--- src/rtl/sar_adc_pkg.sv ---
// Package: shared state encoding and register map for the SAR ADC sequencer.
// Assumes an 8-bit address space; offsets are fixed by software convention.
package sar_adc_pkg;
    typedef enum logic [1:0] {
        ST_IDLE  = 2'd0,
        ST_SETUP = 2'd1,
        ST_TRIAL = 2'd2
    } sar_state_e;

    localparam logic [7:0] ADDR_CTRL   = 8'h32;
    localparam logic [7:0] ADDR_RES_LO = 8'h33;
    localparam logic [7:0] ADDR_RES_HI = 8'h34;
    localparam int         FLAG_BIT    = 4;
endpackage

--- src/rtl/sar_chan_decode.sv ---
// Channel decode: turns the stored channel code into a one-hot enable,
// flags reserved codes, forces the comparator low for them, and masks the
// external interrupt that shares the analog pin of channel GATE_CH.
// Assumes NUM_CH <= 2**CH_W.
module sar_chan_decode #(
    parameter int CH_W    = 4,
    parameter int NUM_CH  = 12,
    parameter int GATE_CH = 10
) (
    input  logic              clk,
    input  logic              rst_n,
    input  logic [CH_W-1:0]   chan,
    input  logic              cmp_raw,
    input  logic              ext_irq_in,
    output logic [NUM_CH-1:0] chan_en,
    output logic              chan_none,
    output logic              cmp_hit,
    output logic              ext_irq_out
);
    localparam logic [CH_W-1:0] GATE_CODE = CH_W'(GATE_CH);
    localparam logic [CH_W-1:0] LAST_CODE = CH_W'(NUM_CH - 1);

    // One enable per implemented channel.
    generate
        for (genvar g = 0; g < NUM_CH; g++) begin : g_en
            assign chan_en[g] = (chan == CH_W'(g));
        end
    endgenerate

    // Reserved codes lie above the last implemented channel.
    assign chan_none   = (chan > LAST_CODE);
    // A reserved channel converts as a zero input.
    assign cmp_hit     = cmp_raw & ~chan_none;
    // Shared-pin interrupt is masked while its pin serves as analog input.
    assign ext_irq_out = ext_irq_in & (chan != GATE_CODE);

    AST_GATE_MASK: assert property (@(posedge clk) disable iff (!rst_n)
        (chan == GATE_CODE) |-> !ext_irq_out);
    AST_RESERVED_NO_HIT: assert property (@(posedge clk) disable iff (!rst_n)
        chan_none |-> (!cmp_hit && chan_en == '0));
endmodule

--- src/rtl/sar_engine.sv ---
// Successive-approximation sequencer: one setup cycle, then RES_W trial
// cycles from the MSB down. Assumes cmp_hit is valid in the same cycle as
// dac_code (combinational comparator path outside the block).
module sar_engine
    import sar_adc_pkg::*;
#(
    parameter int RES_W = 10
) (
    input  logic             clk,
    input  logic             rst_n,
    input  logic             start,
    input  logic             cmp_hit,
    output logic [RES_W-1:0] dac_code,
    output logic             done,
    output logic [RES_W-1:0] res_final
);
    localparam int IDX_W = $clog2(RES_W);
    localparam logic [IDX_W-1:0] IDX_TOP = IDX_W'(RES_W - 1);

    sar_state_e       state;
    logic [IDX_W-1:0] idx;
    logic [RES_W-1:0] acc;
    logic [RES_W-1:0] trial_bit;

    // Single bit under test in the current trial.
    assign trial_bit = {{(RES_W-1){1'b0}}, 1'b1} << idx;

    // Trial code shown to the DAC only during trials.
    assign dac_code  = (state == ST_TRIAL) ? (acc | trial_bit) : '0;

    // Last trial finishing, unless a restart overrides it.
    assign done      = (state == ST_TRIAL) && (idx == '0) && !start;

    // Result including the decision on the final bit.
    assign res_final = acc | (cmp_hit ? trial_bit : '0);

    // State, bit index and accumulated code.
    always_ff @(posedge clk) begin
        if (!rst_n) begin
            state <= ST_IDLE;
            idx   <= '0;
            acc   <= '0;
        end else if (start) begin
            state <= ST_SETUP;
            idx   <= IDX_TOP;
            acc   <= '0;
        end else begin
            case (state)
                ST_SETUP: state <= ST_TRIAL;
                ST_TRIAL: begin
                    acc[idx] <= cmp_hit;
                    if (idx == '0) state <= ST_IDLE;
                    else           idx   <= idx - 1'b1;
                end
                default: state <= ST_IDLE;
            endcase
        end
    end

    AST_START_SETUP: assert property (@(posedge clk) disable iff (!rst_n)
        start |=> (state == ST_SETUP && idx == IDX_TOP));
    AST_SETUP_TO_MSB: assert property (@(posedge clk) disable iff (!rst_n)
        (state == ST_SETUP && !start) |=> (state == ST_TRIAL && dac_code[RES_W-1]));
    AST_DONE_TO_IDLE: assert property (@(posedge clk) disable iff (!rst_n)
        done |=> (state == ST_IDLE && dac_code == '0));
    AST_TRIAL_BIT_SET: assert property (@(posedge clk) disable iff (!rst_n)
        (state == ST_TRIAL) |-> (dac_code[idx] && $countones(dac_code & ~(acc | trial_bit)) == 0));
endmodule

--- src/rtl/sar_regs.sv ---
// Register file: control register (channel, completion flag), split result
// registers, interrupt request. Assumes RES_W > DATA_W and the flag bit
// lies above the channel field.
module sar_regs
    import sar_adc_pkg::*;
#(
    parameter int DATA_W = 8,
    parameter int RES_W  = 10,
    parameter int CH_W   = 4
) (
    input  logic              clk,
    input  logic              rst_n,
    input  logic              bus_wr,
    input  logic [7:0]        bus_waddr,
    input  logic [DATA_W-1:0] bus_wdata,
    input  logic [7:0]        bus_raddr,
    output logic [DATA_W-1:0] bus_rdata,
    input  logic              irq_clr,
    input  logic              done,
    input  logic [RES_W-1:0]  res_final,
    output logic              start,
    output logic [CH_W-1:0]   chan,
    output logic              irq_req
);
    localparam int LO_W = RES_W - DATA_W;

    logic             flag;
    logic             ctrl_wr;
    logic [RES_W-1:0] result;

    // Control-register write decode and conversion start.
    assign ctrl_wr = bus_wr && (bus_waddr == ADDR_CTRL);
    assign start   = ctrl_wr && !bus_wdata[FLAG_BIT];

    // Channel field follows every control write.
    always_ff @(posedge clk) begin
        if (!rst_n)       chan <= '0;
        else if (ctrl_wr) chan <= bus_wdata[CH_W-1:0];
    end

    // Completion flag: cleared by start, set on completion.
    always_ff @(posedge clk) begin
        if (!rst_n)     flag <= 1'b1;
        else if (start) flag <= 1'b0;
        else if (done)  flag <= 1'b1;
    end

    // Result captured only at completion.
    always_ff @(posedge clk) begin
        if (!rst_n)    result <= '0;
        else if (done) result <= res_final;
    end

    // Interrupt request: set wins over a clear on the same edge.
    always_ff @(posedge clk) begin
        if (!rst_n)       irq_req <= 1'b0;
        else if (done)    irq_req <= 1'b1;
        else if (irq_clr) irq_req <= 1'b0;
    end

    // Read mux with unused bits returning zero.
    always_comb begin
        bus_rdata = '0;
        case (bus_raddr)
            ADDR_CTRL: begin
                bus_rdata[CH_W-1:0] = chan;
                bus_rdata[FLAG_BIT] = flag;
            end
            ADDR_RES_LO: bus_rdata[DATA_W-1 -: LO_W] = result[LO_W-1:0];
            ADDR_RES_HI: bus_rdata = result[RES_W-1 -: DATA_W];
            default:     bus_rdata = '0;
        endcase
    end

    AST_RESULT_HOLD: assert property (@(posedge clk) disable iff (!rst_n)
        !done |=> $stable(result));
    AST_IRQ_ON_DONE: assert property (@(posedge clk) disable iff (!rst_n)
        done |=> (irq_req && flag));
    AST_FLAG_LOW_AFTER_START: assert property (@(posedge clk) disable iff (!rst_n)
        start |=> !flag);
    AST_IRQ_HOLD: assert property (@(posedge clk) disable iff (!rst_n)
        (irq_req && !irq_clr) |=> irq_req);
endmodule

--- src/rtl/sar_adc_ctl.sv ---
// Top level of the SAR ADC sequencer: register file, SAR engine and channel
// decode. Assumes a combinational comparator path from dac_code to cmp_in
// settling within one clock.
module sar_adc_ctl #(
    parameter int DATA_W  = 8,
    parameter int RES_W   = 10,
    parameter int CH_W    = 4,
    parameter int NUM_CH  = 12,
    parameter int GATE_CH = 10
) (
    input  logic              clk,
    input  logic              rst_n,
    input  logic              bus_wr,
    input  logic [7:0]        bus_waddr,
    input  logic [DATA_W-1:0] bus_wdata,
    input  logic [7:0]        bus_raddr,
    output logic [DATA_W-1:0] bus_rdata,
    input  logic              irq_clr,
    input  logic              cmp_in,
    output logic [RES_W-1:0]  dac_code,
    output logic [CH_W-1:0]   chan_sel,
    output logic [NUM_CH-1:0] chan_en,
    output logic              chan_none,
    output logic              irq_req,
    input  logic              ext_irq_in,
    output logic              ext_irq_out
);
    logic             start;
    logic             done;
    logic             cmp_hit;
    logic [RES_W-1:0] res_final;

    sar_regs #(.DATA_W(DATA_W), .RES_W(RES_W), .CH_W(CH_W)) u_regs (
        .clk(clk), .rst_n(rst_n),
        .bus_wr(bus_wr), .bus_waddr(bus_waddr), .bus_wdata(bus_wdata),
        .bus_raddr(bus_raddr), .bus_rdata(bus_rdata),
        .irq_clr(irq_clr), .done(done), .res_final(res_final),
        .start(start), .chan(chan_sel), .irq_req(irq_req)
    );

    sar_engine #(.RES_W(RES_W)) u_engine (
        .clk(clk), .rst_n(rst_n),
        .start(start), .cmp_hit(cmp_hit),
        .dac_code(dac_code), .done(done), .res_final(res_final)
    );

    sar_chan_decode #(.CH_W(CH_W), .NUM_CH(NUM_CH), .GATE_CH(GATE_CH)) u_dec (
        .clk(clk), .rst_n(rst_n),
        .chan(chan_sel), .cmp_raw(cmp_in), .ext_irq_in(ext_irq_in),
        .chan_en(chan_en), .chan_none(chan_none),
        .cmp_hit(cmp_hit), .ext_irq_out(ext_irq_out)
    );
endmodule

--- config.mk ---
export PLATFORM = sky130hd
export DESIGN_NAME = sar_adc_ctl
export DESIGN_NICKNAME = d
export VERILOG_FILES = /design/src/rtl/sar_adc_pkg.sv /design/src/rtl/sar_chan_decode.sv /design/src/rtl/sar_engine.sv /design/src/rtl/sar_regs.sv /design/src/rtl/sar_adc_ctl.sv
export SDC_FILE = /design/constraint.sdc
export NUM_CORES = 1
export LEC_CHECK = 0
export CAP_MARGIN = 10
export CORE_MARGIN = 1.5
export CORE_UTILIZATION = 41
export CTS_CLUSTER_DIAMETER = 60
export CTS_CLUSTER_SIZE = 10
export DETAILED_ROUTE_END_ITERATION = 8
export PLACE_DENSITY = 0.77
export REMOVE_ABC_BUFFERS = 1
export SETUP_SLACK_MARGIN = 0.5
export SKIP_LAST_GASP = 1
export SYNTH_ARGS = -nofsm -noshare
export SYNTH_HDL_FRONTEND = slang
export SYNTH_HIERARCHICAL = 1
export SYNTH_SLANG_ARGS = --single-unit
--- constraint.sdc ---
create_clock -name clk -period 2 [get_ports clk]
set_input_delay 0.3 -clock clk [delete_from_list [all_inputs] [get_ports clk]]
set_output_delay 0.3 -clock clk [all_outputs]
set_load 0.05 [all_outputs]
### Word level (Yosys, flattened, before mapping)

Index checks and enable logic that the tools add are counted.

* ROM bits: 0
* word-level logic and storage cells: 75
* flip-flop bits (word level): 32
* bits in writable memories: 0
* memories: 0
* latch bits: 0
* bits of input ports: 30

* reduce and logical (&&, ||, !) cells: 15
* shift operators: 1
* mux-type cells: 18
* eq/ne operators: 21
* $mul: 0
* $lt $le $gt $ge: 3
* divide/modulo/power cells: 0
* add/sub/neg operators: 1
* bitwise logic cells: 7

Operator list (number)
* $eq A8 B6 Y1 const B: 4
* $mux W10: 2
* $or A10 B10 Y10: 2
* $eq A4 B3 Y1 const B: 4
* $eq A4 B4 Y1 const B: 4
* $mux W4: 3
* $bwmux W10: 1
* $pmux W5 S2: 1
* $shl A1 B4 Y10 const A: 1
* $eq A4 B2 Y1 const B: 2
* $logic_not A4 Y1: 2
* $pmux W2 S2: 2
* $mux W1: 7
* $reduce_bool A2 Y1: 3
* $logic_and A1 B1 Y1: 5
* $lt A4 B5 Y1 const B: 1
* $demux W1 S4: 1
* $eq A4 B1 Y1 const B: 1
* $ge A4 B1 Y1 const B: 1
* $gt A4 B4 Y1 const B: 1
* $ne A4 B4 Y1 const B: 1
* $reduce_and A2 Y1: 2
* $sub A4 B1 Y4 const B: 1
* $ne A3 B2 Y1 const B: 1
* 9 further kinds: 13

### Longest topological paths before layout

Gate-level depths: netlist of run 1.

* depth in word-level cells: 7
* gate-level depth with buffers: 8
* mapped depth without buffers: 6

### Modules after synthesis

Netlist of run 1, hierarchy kept.

By module, submodules not included
* sar_engine: cells an instance 127, area each 994.7 µm², instances 1, sequential area each 320.3 µm²
* sar_regs: cells an instance 86, area each 779.5 µm², instances 1, sequential area each 320.3 µm²
* sar_chan_decode: cells an instance 20, area each 115.1 µm², instances 1, sequential area each 0.0 µm²

### Worst setup path before layout of run 1

Ideal clock, no wire load.

* path kind: reg-to-output
* start point: register u_regs.chan[3]
* end point: output chan_en[0]
* path slack: -473 ps
* buffers on the path: 0
* data required time: 1700 ps
* stages on the path, launching flop included: 2
* data arrival time: 2173 ps
* cell sequence: dfxtp_1 > nor4_1

* word-level cells in the longest chain between the ends: 1

RTL lines
* start: declaration: line sar_regs.sv:22 `output logic [CH_W-1:0] chan,`
* start signal: assignment: line sar_regs.sv:38 `else if (ctrl_wr) chan <= bus_wdata[CH_W-1:0];`
* $logic_not A4 Y1: line sar_chan_decode.sv:26 `assign chan_en[g] = (chan == CH_W'(g));`
* end: declaration: line sar_adc_ctl.sv:22 `output logic [NUM_CH-1:0] chan_en,`

No other way between the ends.

### Worst setup path after layout of run 1

* start point: register u_engine.idx[1]
* end point: register u_regs.result[8]

* word-level cells in the longest chain between the ends: 3
* elaborated cells between the ends (all ways): 6
* those cells by class: shift (1); mux (1); bitwise (1); reduce/logical (3)

RTL lines
* start: declaration: line sar_engine.sv:21 `logic [IDX_W-1:0] idx;`
* start signal: assignment: line sar_engine.sv:53 `else idx <= idx - 1'b1;`
* $logic_not A4 Y1: line sar_engine.sv:32 `assign done = (state == ST_TRIAL) && (idx == '0) && !start;`
* $logic_and A1 B1 Y1 (2 in a row): line sar_engine.sv:32
* named net done: line sar_adc_ctl.sv:29 `logic done;`
* end signal: assignment: line sar_regs.sv:51 `else if (done) result <= res_final;`
* end: declaration: line sar_regs.sv:29 `logic [RES_W-1:0] result;`

The timed path passes the listed nets, and every way through them passes these cells.
A chain may end at the register's enable or synchronous reset.

==> impl_metrics.yaml, run 1 <==
run_status:
  status: "finished clean"
finish:
  final_cell_mix: "buf_4 (49), buf_12 (30), buf_6 (28)"
  fillCellCount: 122
  areaGrowthSynthToFinish_pct: 119.5
  post_layout_nonfiller_instances: 416
  fin_nets: 398
  layout_commonest_cell: "buf_4"
  seqCellArea_um2: 653.1
  drive_above_1_share: 0.6281
  multi_input_area_um2: 1742
yosys:
  synth-edff-count: 0
  syn_area_um2: 1889
  synth_cell_types: 43
  syn_area_per_cell_um2: 8.109
  yosys_warnings: 6
  ys_ff_latch: 32
  synthCells: 233
  synth_async_sr_flop_share: 0
  seq_area_frac_synth: 0.3391
  synth_ff_type: "dfxtp_1"
global_routing:
  grt_max_degree: 15
  grt.total_usage: 0.3266
  grt_pass1_wl_um: 12790
  use_met1: 0.3690
  grtUsageMet3: 0.07550
  antenna_found_initial: 1
  grt_pass1_vias: 2511
  gr-usage-met2: 0.5846
  overflow: 0
  grt_busiest_layer: "met2"
floorplan:
  core_region_area_um2: 4384
  ios: 67
  die_w_um: 70.88
  num_rows: 24
  fp.dieH_um: 70.88
  initial_core_util: 0.4309
  dieArea_um2: 5024
timing:
  slew_viol_final: 0
  fin_crit_ns: 1.925
  worst_hold_slack_ns: 0.5416
  setup-tns-final_ns: 0
  final-setup-viol-count: 0
  setup_ws_ns: 0.07549
  grt_setup_unrepaired: "true"
  max_freq_mhz: 519.6
  timing.final.crit_share: 0.9623
  skew_ns: 0.004927
  slew_headroom: 0.6116
  hold_viol: 0
  worst_pin_slew_ns: 0.5814
worst_setup_path:
  rrSetupSlack_ns: 0.08
  worst_path_max_delay_cell: "or3b_1"
  start_kind: "flop"
  crit_path_end_kind: "flop"
  crit_path_max_fanout: 7
  slowest_delay_ns: 0.43
  critPathRequiredTime_ns: 2.17
  critical_path_class: "flop to flop"
  cp_cell_sequence: "inv_2, ha_4, or3b_1, nor3_4, buf_6, mux2i_1, nor2b_1"
  worstPathArrival_ns: 2.10
placement:
  io_buffers: 63
  gp_congestion: 0.8873
  hpwl_um: 4202
  place_ws_ns: -0.5777
  placed_cells: 362
drt:
  vias: 2748
  drt_iter0_drc: 468
  drc: 0
  avgRoutedWirePerCell_um: 27.05
  postRouteAntennaNets: 0
  drt_wl_total_um: 11250
  vias_per_cell: 6.606
  drtPass1Iterations: 8
power_and_ir_drop:
  power_frac_seq: 0.491
  p_leak_nw: 1.625
  irDropWorstVdd_uv: 353.5
  power_switching_w: 0.0003434
  p_int_w: 0.0009526
  power.total_w: 0.001296
  clock_power_share: 0.391
  p_sw_frac: 0.2650
  powerDensity_nw_per_um2: 312.5
  combPwrFrac: 0.119
clock_tree:
  ctsLongestPathBuffers: 2
  cts_root_buffer: "clkbuf_8"
  clkLatencyLatePin_ns: 0.30
  clock_sinks: 32
  clkTransAtPathRegs_ns: 0.07
  cts_tree: "done"
  h-tree-depth: 2
  numCtsBuffers: 5
worst_hold_path:
  hold_path.class: "flop to flop"
job:
  maxCapViolations: 0
-- through the flow --
step / cell area, µm² / utilization
2_1_floorplan: 1831 / -
3_3_place_gp: 2992 / 0.6824
3_5_place_dp: 2992 / 0.6824
4_1_cts: 3745 / 0.8542
5_1_grt: 4146 / 0.9458
6_report: 4146 / 0.9458
-- power by group through the flow --
| stage | Clock [W] | Sequential [W] | Combinational, W |
|---|---|---|---|
| 6_report | 0.000506 | 0.000636 | 0.000154 |
| 4_1_cts | 0.000476 | 0.000636 | 0.000129 |
| 5_1_grt | 0.000517 | 0.000636 | 0.000156 |
| 3_5_place_dp | 0 | 0.000652 | 0.000120 |
| 3_3_place_gp | 0 | 0.000652 | 0.000117 |
| 2_1_floorplan | 0 | 0.000652 | 0.0000303 |
-- sequential cells by signal, summed over array words and instances, names as in the netlist --
| signal | flops |
|---|---|
| u_regs/chan | 4 |
| u_regs/flag | 1 |
| u_engine/state | 2 |
| u_engine/idx | 4 |
| u_regs/irq_req | 1 |
| u_regs/result | 10 |
| u_engine/acc | 10 |
-- kinds of logic (layout without fill, tap and decap cells) --
group / Yosys count / in the layout / share of synthesized area
AOI/OAI and AO/OA: 57 / 57 / 0.1927
adders and majority gates: 5 / 5 / 0.03311
buffers and inverters: 22 / 152 / 0.04702
DFF: 32 / 32 / 0.3391
muxes: 14 / 14 / 0.07417
other: 0 / 1 / 0
and+or+nand+nor: 103 / 103 / 0.3139
-- final cells by class --
class                      instances  area share
inverter                           8    0.007242
clock inverter                     1    0.001207
antenna                            1   0.0006035
clock buffer                       6     0.01750
sequential                        32      0.1575
tap                               52     0.01569
multi-input combinational        179      0.4200
timing repair buffer             137      0.3802
-- final timing paths --
path | from | end | depth (start not counted)
worst max-delay path | u_engine/idx[1] | u_regs/result[8] | 7
worst min-delay path | u_engine/acc[2] | u_engine/acc[2] | 2
worst max register to register | u_engine/idx[1] | u_regs/result[8] | 7
worst min register to register | u_engine/acc[2] | u_engine/acc[2] | 2
-- cell usage after synthesis, types with 2 or more instances --
library cell | n | area [µm²]
o21a_1 | 2 | 15.01
a21oi_1 | 21 | 105.1
nor2_1 | 30 | 112.6
nor3b_1 | 4 | 30.03
ha_1 | 5 | 62.56
nand2b_1 | 5 | 31.28
nor3_1 | 6 | 30.03
a32oi_1 | 2 | 17.52
o21ai_1 | 4 | 20.02
and3b_1 | 3 | 26.28
and2_1 | 3 | 18.77
mux2i_1 | 14 | 140.1
a21o_1 | 10 | 75.07
nand3_1 | 10 | 50.05
nor2b_1 | 17 | 106.4
inv_1 | 7 | 26.28
o21ai_0 | 5 | 25.02
dfxtp_1 | 32 | 640.6
or4b_1 | 2 | 20.02
buf_2 | 5 | 25.02
a22oi_1 | 5 | 37.54
clkbuf_1 | 9 | 33.78
nand2_1 | 11 | 41.29
a21bo_1 | 2 | 20.02
-- routing by layer --
metal,share of wire,wire length [µm]
met1,0.34,3804
met2,0.50,5661
met3,0.087,979
met4,0.072,807
met5,0,0
-- critical path, delay by kind of cell, from the launching register on --
family / cells / cell delay [ns]
and+or+nand+nor: 3 / 0.76
DFF: 1 / 0.33
muxes: 1 / 0.28
buffers and inverters: 2 / 0.27
adders and majority gates: 1 / 0.14
-- repair_timing --
| item | 4_1_cts | 5_1_grt |
|---|---|---|
| buffers inserted | 24 | 20 |
| hold buffers | 0 | 0 |
| gates cloned | 2 | 0 |
| pin swaps | 37 | 27 |
| endpoints found under the setup margin | 60 | 58 |
| resized for setup | 162 | 76 |
(Power assumes the default switching activity.)
==> inputs of run 2 (changes only) <==
- CORE_MARGIN: 1.5 -> 1
- CORE_UTILIZATION: 41 -> 40
- PLACE_DENSITY: 0.77 -> 0.76
- SYNTH_HIERARCHICAL: 1 -> default
==> run 2 against run 1 <==
  * Power rose by 9.7%
  * First-iteration DRC count fell by 59%
  * Largest cell class unchanged
  * Count of clock-buffer cells in the layout did not move
  * Register-to-register slack improved by 0.14 ns
  * Synthesized area fell by 5.5%
  * Utilization fell by 7.3 points
  * Sequential power fell by 1%
  * Critical endpoint is now dac_code[1]
  * Non-clock buffer count fell by 31
  * Critical path depth fell by 2
  * Largest power group is now the clock network
==> impl_metrics.yaml, run 2 <==
yosys:
  synth.mux.area_fraction: 0.1009
  ys_ff_latch: 32
  synth_area_leaders: "dfxtp_1 (36%), mux2i_1 (10%), nand2_1 (7.8%)"
  yosys_warnings: 0
  synth_most_common_cell: "nand2_1"
  syn_area_um2: 1785
  synthCells: 230
  seq_area_frac_synth: 0.3588
  synthAdderAreaFrac: 0.03504
  synth_async_sr_flop_share: 0
  synth-edff-count: 0
  syn_area_per_cell_um2: 7.763
  synth_top_family_by_area: "simple AND/OR/NAND/NOR gates"
  synth_ff_type: "dfxtp_1"
  synth.top_cell.area_share: 0.3588
  synth_cell_types: 38
  yosysTopAreaCell: "dfxtp_1"
  yosys.area_share.xor_xnor: 0.009811
  ys_top_cells_by_count: "nand2_1 (37), dfxtp_1 (32), nor2_1 (32)"
  synth_compound_area_frac: 0.1198
  synthSimpleGateAreaFrac: 0.3308
finish:
  areaGrowthSynthToFinish_pct: 102.7
  top_regs: "u_engine.acc (10), u_regs.result (10)"
  multi_input_area_um2: 1554
  layout_commonest_cell: "buf_4"
  seqCellArea_um2: 668.1
  final_cell_mix: "buf_4 (36), nand2_1 (31), dfxtp_1 (22)"
  post-route-util: 0.8732
  drive_above_1_share: 0.5303
  fillCellCount: 146
  fin_nets: 364
  num_antenna_cells: 0
  stdcell_area_um2: 3618
power_and_ir_drop:
  clock_power_share: 0.454
  power_switching_w: 0.0003471
  power_frac_seq: 0.442
  powerDensity_nw_per_um2: 392.9
  combPwrFrac: 0.104
  p_leak_nw: 1.413
  p_sw_frac: 0.2441
  irDropWorstVdd_uv: 378.1
  p_int_w: 0.001075
worst_setup_path:
  critical_path_class: "flop to output port"
  crit_path_end_kind: "output port"
  critPathRequiredTime_ns: 1.70
  crit_path_max_fanout: 7
  worstPathArrival_ns: 1.60
  critPathLaunch: "u_engine.idx[1]"
  worst_path_max_delay_cell: "dfxtp_4"
  start_kind: "flop"
  slowest_delay_ns: 0.35
  r2r_start: "u_engine.idx[0]"
  cp_cell_sequence: "inv_4, ha_1, a21oi_1, nor2_1, buf_12"
clock_tree:
  clkLatencyLatePin_ns: 0.30
  h-tree-depth: 2
  clkTransAtPathRegs_ns: 0.08
  numCtsBuffers: 5
  cts_tree: "done"
  ctsLongestPathBuffers: 2
  cts_root_buffer: "clkbuf_8"
  clock_sinks: 32
timing:
  setup_ws_ns: 0.09541
  setup-tns-final_ns: 0
  grt_setup_unrepaired: "true"
  timing.final.crit_share: 0.9523
  slew_viol_final: 0
  fin_crit_ns: 1.905
  skew_ns: 0.01225
  worst_hold_slack_ns: 0.5107
  hold_viol: 0
  max_freq_mhz: 525.0
  worst_pin_slew_ns: 0.5321
  final-setup-viol-count: 0
  slew_headroom: 0.6467
run_status:
  status: "finished clean"
placement:
  io_buffers: 63
  placed_area_um2: 2684
  gp_congestion: 0.8579
  hpwl_um: 3538
  place_ws_ns: 0.0003668
floorplan:
  core_region_area_um2: 4144
  fp.dieH_um: 68.81
  initial_core_util: 0.4309
  die_w_um: 68.81
  dieArea_um2: 4735
  num_rows: 23
  ios: 67
global_routing:
  grt_max_degree: 15
  antenna_found_initial: 0
  overflow: 0
  grt_pass1_wl_um: 9059
  grt.total_usage: 0.2656
  grt_pass1_vias: 1910
drt:
  drt_wl_total_um: 9043
  drt_iter0_drc: 194
  drc: 0
  vias: 2390
  drtPass1Iterations: 8
  vias_per_cell: 6.289
  avgRoutedWirePerCell_um: 23.80
  postRouteAntennaNets: 0
worst_hold_path:
  min_from: "u_regs.result[5]"
  hold_path.class: "flop to flop"
job:
  maxCapViolations: 0
## run 2: changes by cell type after synthesis, sizes merged, moves of 4 or more
cell   previous run  this run
nor2             30        34
a21oi            21        16
and3              0         4
nand2            11        37
nor2b            17         6
a21o             10         0
mux2i            14        18
o21ai             9         5
## run 2: power groups by stage
stage	combinational (W)	sequential [W]	clock, W
3_3_place_gp	0.000105	0.000652	0
2_1_floorplan	0.0000266	0.000652	0
6_report	0.000147	0.000629	0.000645
5_1_grt	0.000149	0.000629	0.000666
3_5_place_dp	0.000107	0.000652	0
4_1_cts	0.000119	0.000633	0.000624
## run 2: what timing repair did
item | 4_1_cts | 5_1_grt
pin swaps | 18 | 26
hold buffers | 0 | 0
gates cloned | 2 | 0
resized for setup | 109 | 87
setup endpoints to repair | 48 | 60
buffers inserted | 12 | 16
## run 2: per-stage QoR
| stage | total power [W] | std cells |
|---|---|---|
| floorplan | 0.0006789 | 216 |
| global placement | 0.0007570 | 342 |
| detailed placement | 0.0007585 | 342 |
| CTS | 0.001377 | 364 |
| global route | 0.001444 | 380 |
| finish | 0.001422 | 380 |
## run 2: routing by layer
layer	up-vias	wire length [µm]	global-route usage
met5	-	0	0
met4	0	529	0.1071
met3	57	1017	0.05921
met2	202	4395	0.5245
met1	1143	3100	0.2633
li1	988	-	-
## run 2: worst max-delay path, delay by kind of cell, from the launching register on
| family | cells | cell delay [ns] |
|---|---|---|
| AO/OA/AOI/OAI | 1 | 0.15 |
| adder cells (fa/ha/maj) | 1 | 0.33 |
| buffers and inverters | 2 | 0.24 |
| flip-flops | 1 | 0.35 |
| AND/OR/NAND/NOR | 1 | 0.23 |
## run 2: final timing paths
path | endpoint | slack, ns | cells past startpoint
worst max-delay path | dac_code[1] | 0.1 | 5
worst min register to register | u_regs.result[5] | 0.51 | 2
worst min-delay path | u_regs.result[5] | 0.51 | 2
worst max register to register | u_regs.result[0] | 0.22 | 7
## run 2: layout make-up
cell class	instances	area share
clock buffer	6	0.02006
timing repair buffer	106	0.3313
inverter	6	0.007607
tap	50	0.01729
multi-input combinational	178	0.4295
clock inverter	2	0.009682
sequential	32	0.1846
## run 2: kinds of logic (layout without fill, tap and decap cells)
family / count (synthesis) / in the layout
flip-flops: 32 / 32
AO/OA/AOI/OAI: 34 / 34
AND/OR/NAND/NOR: 119 / 119
buffers and inverters: 20 / 120
adder cells (fa/ha/maj): 5 / 5
XOR/XNOR: 2 / 2
multiplexers: 18 / 18
==> inputs of run 3 (changes only) <==
- CORE_ASPECT_RATIO: default -> 0.7
==> run 3 against run 2 <==
  * Combinational power rose by 4%
  * Sequential share of layout area fell by 0.79 points
  * Cell count grew 3.2%
  * Clock skew down 0.00093 ns
  * Sequential cell count unchanged
  * Via count is 3.8% higher
  * Routed wire length is 8.6% higher
  * Non-clock buffer count grew 10
  * Worst setup slack worse by 0.011 ns
==> impl_metrics.yaml, run 3 (synthesis results as in run 2) <==
power_and_ir_drop:
  p_int_w: 0.001074
  combPwrFrac: 0.108
  power_switching_w: 0.0003416
  power_frac_seq: 0.444
  powerDensity_nw_per_um2: 375.3
  p_sw_frac: 0.2413
  irDropWorstVdd_uv: 644.0
  clock_power_share: 0.447
  p_leak_nw: 1.517
drt:
  drt_wl_total_um: 9825
  drt_iter0_drc: 256
  drtPass1Iterations: 6
  vias: 2481
  avgRoutedWirePerCell_um: 25.06
  postRouteAntennaNets: 0
  vias_per_cell: 6.329
  drc: 0
floorplan:
  die_w_um: 81.86
  fp.dieH_um: 57.90
  initial_core_util: 0.4367
  dieArea_um2: 4739
  num_rows: 19
  ios: 67
  core_region_area_um2: 4089
timing:
  worst_hold_slack_ns: 0.5025
  grt_setup_unrepaired: "true"
  fin_crit_ns: 1.915
  skew_ns: 0.01133
  slew_viol_final: 0
  timing.final.crit_share: 0.9577
  worst_pin_slew_ns: 0.5234
  slew_headroom: 0.6524
  final-setup-viol-count: 0
  max_freq_mhz: 522.1
  hold_viol: 0
worst_setup_path:
  cp_cell_sequence: "inv_2, ha_4, or3b_4, a21oi_4, buf_12"
  worstPathArrival_ns: 1.62
  critical_path_class: "flop to output port"
  critPathRequiredTime_ns: 1.70
  start_kind: "flop"
  crit_buf_inv: 2
  slowest_delay_ns: 0.41
  crit_path_max_fanout: 4
  worst_path_max_delay_cell: "or3b_4"
  critical-path-top-delay-family: "simple AND/OR/NAND/NOR gates"
  crit_path_end_kind: "output port"
finish:
  areaGrowthSynthToFinish_pct: 111.3
  num_antenna_cells: 0
  layout_commonest_cell: "buf_4"
  stdcell_area_um2: 3772
  final_cell_mix: "buf_4 (44), nand2_1 (28), buf_6 (23), dfxtp_1 (23), buf_12 (20)"
  fillCellCount: 112
  top_regs: "u_engine.acc (10), u_regs.result (10)"
  fin_nets: 374
  drive_above_1_share: 0.5500
clock_tree:
  ctsLongestPathBuffers: 2
  cts_root_buffer: "clkbuf_8"
  clkTransAtPathRegs_ns: 0.07
  h-tree-depth: 2
  holdBufCountCts: 0
  cts_tree: "done"
  clkLatencyLatePin_ns: 0.30
  numCtsBuffers: 5
  clock_sinks: 32
global_routing:
  grt.total_usage: 0.2792
  grt_max_degree: 20
  overflow: 0
  grt_pass1_vias: 2017
  antenna_found_initial: 0
  grt_pass1_wl_um: 9880
placement:
  placed_area_um2: 2679
  io_buffers: 63
  hpwl_um: 3488
  gp_congestion: 0.7802
worst_hold_path:
  hold_path.class: "flop to flop"
job:
  maxCapViolations: 0
run_status:
  status: "finished clean"
==> run 3: cell count changes in the layout (fill, tap and decap cells not counted), moves of 2 or more <==
cell | previous run | this run
clkbuf_2 | 3 | 0
nand2_1 | 31 | 28
buf_4 | 36 | 44
buf_8 | 3 | 6
buf_6 | 21 | 23
nor2b_1 | 0 | 2
a21oi_1 | 11 | 9
nand2_4 | 2 | 7
nand2_2 | 4 | 2
==> run 3: per-layer routing <==
layer / wire length [µm] / up-vias / share of wire / global-route usage
li1: - / 1009 / - / -
met1: 3502 / 1158 / 0.36 / 0.3204
met2: 4402 / 227 / 0.45 / 0.4817
met3: 1122 / 87 / 0.11 / 0.06772
met4: 799 / 0 / 0.081 / 0.1429
met5: 0 / - / 0 / 0
==> run 3: repair_timing <==
item                       4_1_cts  5_1_grt
pin swaps                       23       30
setup buffers                   17       22
setup endpoints to repair       60       56
gates resized for setup        123       98
cloned                           2        0
==> run 3: power by group through the flow <==
stage	Combinational [W]	Sequential, W	Clock [W]
floorplan	0.0000266	0.000652	0
global placement	0.000103	0.000652	0
detailed placement	0.000105	0.000652	0
CTS	0.000120	0.000632	0.000616
global route	0.000157	0.000629	0.000662
finish	0.000153	0.000629	0.000633
==> run 3: path summary, 6_finish.rpt <==
check                    from                to  slack, ns  depth (start not counted)
max reg2reg   u_engine.idx[0]   u_engine.acc[0]       0.09                          9
min reg2reg  u_regs.result[7]  u_regs.result[7]       0.50                          2
max           u_engine.idx[0]       dac_code[0]       0.08                          5
min          u_regs.result[7]  u_regs.result[7]       0.50                          2
==> run 3: area by class of cell <==
type	instances	area [µm²]	share of cell area
clock buffer	6	72.57	0.01924
clock inverter	2	35.03	0.009287
inverter	6	25.02	0.006633
multi-input combinational	178	1603	0.4249
sequential	32	666.9	0.1768
tap	52	65.06	0.01725
timing repair buffer	116	1305	0.3459
==> run 3: through the flow <==
step / worst slack (ns) / std cells / util / setup TNS (ns) / total power [W]
2_1_floorplan: -0.4624 / 216 / - / -2.820 / 0.0006789
3_3_place_gp: 0.05096 / 343 / 0.6551 / 0 / 0.0007550
3_5_place_dp: -0.01093 / 343 / 0.6551 / -0.01093 / 0.0007568
4_1_cts: 0.1707 / 370 / 0.7999 / 0 / 0.001368
5_1_grt: 0.04046 / 392 / 0.9226 / 0 / 0.001447
6_report: 0.08455 / 392 / 0.9226 / 0 / 0.001416
==> run 3: worst min-delay path: cells and delay by family, from the launching register on <==
kind	cells	cell delay, ns
muxes	1	0.06
and+or+nand+nor	1	0.07
DFF	1	0.33
